===== config.mk =====
export PLATFORM = sky130hd
export DESIGN_NAME = uart_tx_dbuf
export DESIGN_NICKNAME = d
export VERILOG_FILES = /design/src/rtl/uart_tx_pkg.sv /design/src/rtl/uart_tx_hold.sv /design/src/rtl/uart_tx_frame.sv /design/src/rtl/uart_tx_shift.sv /design/src/rtl/uart_tx_dbuf.sv
export SDC_FILE = /design/constraint.sdc
export NUM_CORES = 1
export LEC_CHECK = 0
export BUFFER_PORTS_ARGS = -buffer_cell sky130_fd_sc_hd__buf_2
export CAP_MARGIN = 20
export CELL_PAD_IN_SITES_DETAIL_PLACEMENT = 0
export CELL_PAD_IN_SITES_GLOBAL_PLACEMENT = 1
export CORE_MARGIN = 1
export CORE_UTILIZATION = 46
export DETAILED_ROUTE_END_ITERATION = 8
export GPL_TIMING_DRIVEN = 0
export PLACE_DENSITY = 0.78
export SKIP_LAST_GASP = 1
export SYNTH_ARGS = -nofsm -noshare
export SYNTH_HDL_FRONTEND = slang
export SYNTH_SLANG_ARGS = --single-unit

===== constraint.sdc =====
create_clock -name clk_i -period 2.3 [get_ports clk_i]
set_input_delay 0.23 -clock clk_i [delete_from_list [all_inputs] [get_ports clk_i]]
set_output_delay 0.23 -clock clk_i [all_outputs]
set_load 0.02 [all_outputs]

===== src/rtl/uart_tx_pkg.sv =====
package uart_tx_pkg;

  typedef enum logic [2:0] {
    PAR_NONE  = 3'd0,
    PAR_EVEN  = 3'd1,
    PAR_ODD   = 3'd2,
    PAR_SPACE = 3'd3,
    PAR_MARK  = 3'd4
  } par_mode_e;

  typedef enum logic [1:0] {
    SH_IDLE  = 2'd0,
    SH_WAIT  = 2'd1,
    SH_SHIFT = 2'd2
  } sh_state_e;

endpackage


===== src/rtl/uart_tx_hold.sv =====
module uart_tx_hold #(
  parameter int DATA_W = 8,
  parameter int MODE_W = 3
) (
  input  logic              clk_i,
  input  logic              rst_ni,
  input  logic              push_i,
  input  logic              pop_i,
  input  logic [DATA_W-1:0] data_i,
  input  logic [MODE_W-1:0] mode_i,
  output logic              valid_o,
  output logic [DATA_W-1:0] data_o,
  output logic [MODE_W-1:0] mode_o
);

  always_ff @(posedge clk_i or negedge rst_ni) begin
    if (!rst_ni) begin
      valid_o <= 1'b0;
      data_o  <= '0;
      mode_o  <= '0;
    end else if (push_i) begin
      valid_o <= 1'b1;
      data_o  <= data_i;
      mode_o  <= mode_i;
    end else if (pop_i) begin
      valid_o <= 1'b0;
    end
  end

endmodule


===== src/rtl/uart_tx_frame.sv =====
module uart_tx_frame
  import uart_tx_pkg::*;
#(
  parameter int DATA_W  = 8,
  localparam int FRAME_W = DATA_W + 3,
  localparam int CNT_W   = $clog2(FRAME_W)
) (
  input  logic [DATA_W-1:0]  data_i,
  input  logic [2:0]         mode_i,
  output logic [FRAME_W-1:0] frame_o,
  output logic [CNT_W-1:0]   last_o
);

  logic par_bit;
  logic par_en;

  always_comb begin
    par_en  = 1'b1;
    par_bit = 1'b1;
    case (mode_i)
      PAR_EVEN:  par_bit = ^data_i;
      PAR_ODD:   par_bit = ~^data_i;
      PAR_SPACE: par_bit = 1'b0;
      PAR_MARK:  par_bit = 1'b1;
      default:   par_en  = 1'b0;
    endcase
  end

  // bit 0 start, then data LSB first, parity slot, stop
  assign frame_o = {1'b1, par_bit, data_i, 1'b0};
  assign last_o  = par_en ? CNT_W'(DATA_W + 2) : CNT_W'(DATA_W + 1);

endmodule


===== src/rtl/uart_tx_shift.sv =====
module uart_tx_shift
  import uart_tx_pkg::*;
#(
  parameter int DATA_W  = 8,
  localparam int FRAME_W = DATA_W + 3,
  localparam int CNT_W   = $clog2(FRAME_W)
) (
  input  logic               clk_i,
  input  logic               rst_ni,
  input  logic               tick_i,
  input  logic               load_i,
  input  logic [FRAME_W-1:0] frame_i,
  input  logic [CNT_W-1:0]   last_i,
  output logic               txd_o,
  output logic               idle_o,
  output logic               done_o
);

  sh_state_e          state_q;
  logic [FRAME_W-1:0] sh_q;
  logic [CNT_W-1:0]   cnt_q;
  logic [CNT_W-1:0]   last_q;

  assign done_o = (state_q == SH_SHIFT) && tick_i && (cnt_q == last_q);
  assign idle_o = (state_q == SH_IDLE);
  assign txd_o  = (state_q == SH_SHIFT) ? sh_q[0] : 1'b1;

  always_ff @(posedge clk_i or negedge rst_ni) begin
    if (!rst_ni) begin
      state_q <= SH_IDLE;
      sh_q    <= '1;
      cnt_q   <= '0;
      last_q  <= '0;
    end else if (load_i) begin
      sh_q    <= frame_i;
      last_q  <= last_i;
      cnt_q   <= '0;
      // reload on a stop-bit end is tick aligned: start bit begins now
      state_q <= done_o ? SH_SHIFT : SH_WAIT;
    end else begin
      case (state_q)
        SH_WAIT: if (tick_i) state_q <= SH_SHIFT;
        SH_SHIFT: begin
          if (tick_i) begin
            if (cnt_q == last_q) begin
              state_q <= SH_IDLE;
              sh_q    <= '1;
            end else begin
              sh_q  <= {1'b1, sh_q[FRAME_W-1:1]};
              cnt_q <= cnt_q + 1'b1;
            end
          end
        end
        default: state_q <= SH_IDLE;
      endcase
    end
  end

endmodule


===== src/rtl/uart_tx_dbuf.sv =====
module uart_tx_dbuf
  import uart_tx_pkg::*;
#(
  parameter int DATA_W = 8
) (
  input  logic              clk_i,
  input  logic              rst_ni,
  input  logic              en_i,
  input  logic              baud_tick_i,
  input  logic              wr_i,
  input  logic [DATA_W-1:0] wr_data_i,
  input  logic [2:0]        parity_i,
  output logic              txd_o,
  output logic              tx_ready_o,
  output logic              tx_empty_o
);

  localparam int FRAME_W = DATA_W + 3;
  localparam int CNT_W   = $clog2(FRAME_W);

  logic              hold_valid;
  logic [DATA_W-1:0] hold_data;
  logic [2:0]        hold_mode;
  logic              sh_idle;
  logic              sh_done;
  logic              accept;
  logic              push_hold;
  logic              load_direct;
  logic              load_hold;
  logic [DATA_W-1:0] src_data;
  logic [2:0]        src_mode;
  logic [FRAME_W-1:0] frame;
  logic [CNT_W-1:0]  last_idx;

  assign tx_ready_o  = en_i & ~hold_valid;
  assign accept      = wr_i & tx_ready_o;
  assign load_direct = accept & sh_idle;
  assign push_hold   = accept & ~sh_idle;
  assign load_hold   = hold_valid & en_i & (sh_idle | sh_done);
  assign src_data    = load_hold ? hold_data : wr_data_i;
  assign src_mode    = load_hold ? hold_mode : parity_i;
  assign tx_empty_o  = sh_idle & ~hold_valid;

  uart_tx_hold #(.DATA_W(DATA_W), .MODE_W(3)) u_hold (
    .clk_i   (clk_i),
    .rst_ni  (rst_ni),
    .push_i  (push_hold),
    .pop_i   (load_hold),
    .data_i  (wr_data_i),
    .mode_i  (parity_i),
    .valid_o (hold_valid),
    .data_o  (hold_data),
    .mode_o  (hold_mode)
  );

  uart_tx_frame #(.DATA_W(DATA_W)) u_frame (
    .data_i  (src_data),
    .mode_i  (src_mode),
    .frame_o (frame),
    .last_o  (last_idx)
  );

  uart_tx_shift #(.DATA_W(DATA_W)) u_shift (
    .clk_i   (clk_i),
    .rst_ni  (rst_ni),
    .tick_i  (baud_tick_i),
    .load_i  (load_direct | load_hold),
    .frame_i (frame),
    .last_i  (last_idx),
    .txd_o   (txd_o),
    .idle_o  (sh_idle),
    .done_o  (sh_done)
  );

endmodule


==> flow_metrics.env <==
export IMPL_violations="hold timing"
export IMPL_seqCellArea_um2=788.3
export IMPL_ys_flop_type="dfrtp_1"
export IMPL_grt_pass1_vias=1269
export IMPL_place_area_mm2=0.001948
export IMPL_cts_root_buf="clkbuf_8"
export IMPL_yosys_top_cells_count="dfrtp_1 (21), mux2i_1 (20), xnor2_1 (17)"
export IMPL_drc=0
export IMPL_start_util_pct=48.38
export IMPL_postSynthAreaPerCell_um2=11.53
export IMPL_hold_viol=15
export IMPL_multiInputGateArea_um2=949.7
export IMPL_netlist_area_mm2=0.001798
export IMPL_setup_tns_ns=0
export IMPL_cp_slowest_stage_delay_ns=0.43
export IMPL_yosysSeqAreaShare_pct=43.84
export IMPL_worstReg2RegStart="u_shift.cnt_q[3]"
export IMPL_p_leak_nw=0.8541
export IMPL_row_count=22
export IMPL_routed_via_density=5.373
export IMPL_fmax_ghz=0.4969
export IMPL_io_buffers=18
export IMPL_drv_slew=0
export IMPL_vias=1225
export IMPL_synth_area_leaders="dfrtp_1 (29%), dfstp_2 (15%), mux2i_1 (11%)"
export IMPL_yosys_register_bits=31
export IMPL_antennaDiodeCount=0
export IMPL_cp_slowest_cell="nor4_4"
export IMPL_fin_area_mm2=0.002021
export IMPL_syn_to_final_growth_pct=12.39
export IMPL_gp_congestion=0.7364
export IMPL_track_usage_pct=19.49
export IMPL_critPathKind="flop to flop"
export IMPL_cts_setup_buffers=0
export IMPL_grt_max_degree=32
export IMPL_first_pass_iters=4
export IMPL_clockBufferDepth=2
export IMPL_setup_viol=0
export IMPL_syn_inst=156
export IMPL_cts_sinks=31
export IMPL_rsz0062_at_grt="no"
export IMPL_place_ws_ns=0.2842
export IMPL_wire_per_inst_um=14.74
export IMPL_wl_mm=3.360
export IMPL_ir_drop_mv=0.6110
export IMPL_htreeDepth=2
export IMPL_io_pins=19
export IMPL_worstPathArrival_ns=2.18
export IMPL_clk_pin_slew_worst_paths_ns=0.06
export IMPL_finalCritPeriodShare_pct=87.51
export IMPL_start_kind="flop"
export IMPL_die_y_um=64.52
export IMPL_min_period_ns=2.013
export IMPL_setup_slack_ns=0.2874
export IMPL_overflow=0
export IMPL_core_mm2=0.003716
export IMPL_cts_tree="built"
export IMPL_reg2reg_depth=6
export IMPL_grt_pass1_wl_mm=5.934
export IMPL_finClkSkew_ns=0.003148
export IMPL_reg2reg_slack_ns=0.29
export IMPL_hold_buffers=0
export IMPL_synth_top_area_share_pct=29.23
export IMPL_critPathCaptureType="flop"
export IMPL_antenna_found_initial=0
export IMPL_die_width_um=64.52
export IMPL_min_path_type="primary input to asynchronous set/reset pin"
export IMPL_regToRegEndpoint="u_shift.last_q[0]"
export IMPL_drive_above_1_share_pct=32.22
export IMPL_hold_ws_ns=-0.006984
export IMPL_crit_buf_inv=1
export IMPL_yosysWarnings=0
export IMPL_ant_nets=0
export IMPL_slew_headroom_pct=54.56
export IMPL_p_per_area_mw_per_mm2=1261
export IMPL_drv_cap=0
export IMPL_hpwl_mm=2.490
export IMPL_yosys_area_top_type="dfrtp_1"
export IMPL_fill_cells=348
export IMPL_numCtsBuffers=5
export IMPL_drtIter0Drc=49
export IMPL_crit_family="simple AND/OR/NAND/NOR gates"
export IMPL_tightestPinTransition_ns=0.6817
export IMPL_synthDistinctLibCells=34
export IMPL_yosysMostFrequentCell="dfrtp_1"
export IMPL_cp_cell_sequence="xor2_1 -> nor4_4 -> a31o_2 -> and2_1 -> buf_6 -> mux2_2"
export IMPL_clkLatencyLatePin_ns=0.27
export IMPL_dieArea_mm2=0.004163
export IMPL_synth_fp_nets=173
export IMPL_path_max_fanout=7
export IMPL_synth_edf_count=0
export IMPL_async_flop_share_pct=100.0
export IMPL_outcome="finished, violations left"
export IMPL_required_ns=2.46
export IMPL_fin_nets=198
export IMPL_cts_resized=0
worst max-delay path by stage:
stage	from	to	slack, ns	cells after the start
final	u_shift.cnt_q[3]	u_shift.last_q[0]	0.29	6
after global routing	u_shift.cnt_q[3]	u_shift.last_q[0]	0.19	6
after CTS	u_shift.last_q[3]	u_shift.last_q[0]	0.26	6
after detailed placement	u_shift.last_q[3]	u_shift.last_q[0]	0.28	6
after global placement	u_shift.last_q[3]	u_shift.last_q[0]	0.30	6
after floorplan	u_shift.cnt_q[3]	u_shift.last_q[0]	0.46	6
layout make-up:
type	instances	share of cell area (%)
buffer	7	2.972
tap	48	2.972
sequential	31	39.01
multi-input combinational	118	47.00
timing repair buffer	18	4.458
clock buffer	6	3.591
state kept, by name, summed over array words and instances, names as in the netlist:
register	flops
u_shift.last_q	3
u_hold.mode_o	3
u_shift.cnt_q	4
u_shift.sh_q	10
u_shift.state_q	2
u_hold.data_o	8
u_hold.valid_o	1
cells in the final DEF (no fill, tap or decap), types with 2 or more instances in the layout:
master / count
xnor2_1: 17
nor2_1: 9
clkbuf_8: 5
mux2i_1: 20
dfstp_2: 10
clkbuf_1: 3
o21ai_0: 11
o21a_1: 2
or2_2: 2
nand3b_1: 3
nor3_1: 2
a21oi_1: 6
or3_1: 8
dfrtp_1: 21
xor2_1: 5
mux2_2: 12
buf_2: 20
nand2b_1: 6
buf_6: 2
kinds of logic after synthesis:
kind of cell	count (synthesis)	share of synthesized area, %
buf+inv	7	3.340
flops	31	43.84
xor+xnor	22	10.72
simple gates	40	14.34
compound gates	23	8.421
mux	32	18.65
fa+ha+maj	1	0.6958
per-layer routing:
| layer | vias up | track usage [%] | wire length, um |
|---|---|---|---|
| met5 | - | 0 | 0 |
| met4 | 0 | 6.667 | 42 |
| met3 | 5 | 7.394 | 113 |
| met2 | 17 | 31.45 | 1619 |
| met1 | 603 | 23.77 | 1585 |
| li1 | 600 | - | - |
report_power, final:
part / total (W) / internal, W / switching, W
registers: 0.00105 / 0.000851 / 0.000196
clock network: 0.000381 / 0.000201 / 0.000180
logic: 0.00112 / 0.000594 / 0.000526
metrics by stage:
| stage | utilization [%] | total power, W | cells |
|---|---|---|---|
| floorplan | - | 0.001937 | 156 |
| global placement | 52.42 | 0.002138 | 222 |
| detailed placement | 52.42 | 0.002185 | 222 |
| CTS | 54.38 | 0.002573 | 228 |
| global route | 54.38 | 0.002750 | 228 |
| finish | 54.38 | 0.002548 | 228 |
Note: power is estimated with default switching activity, not from simulation.
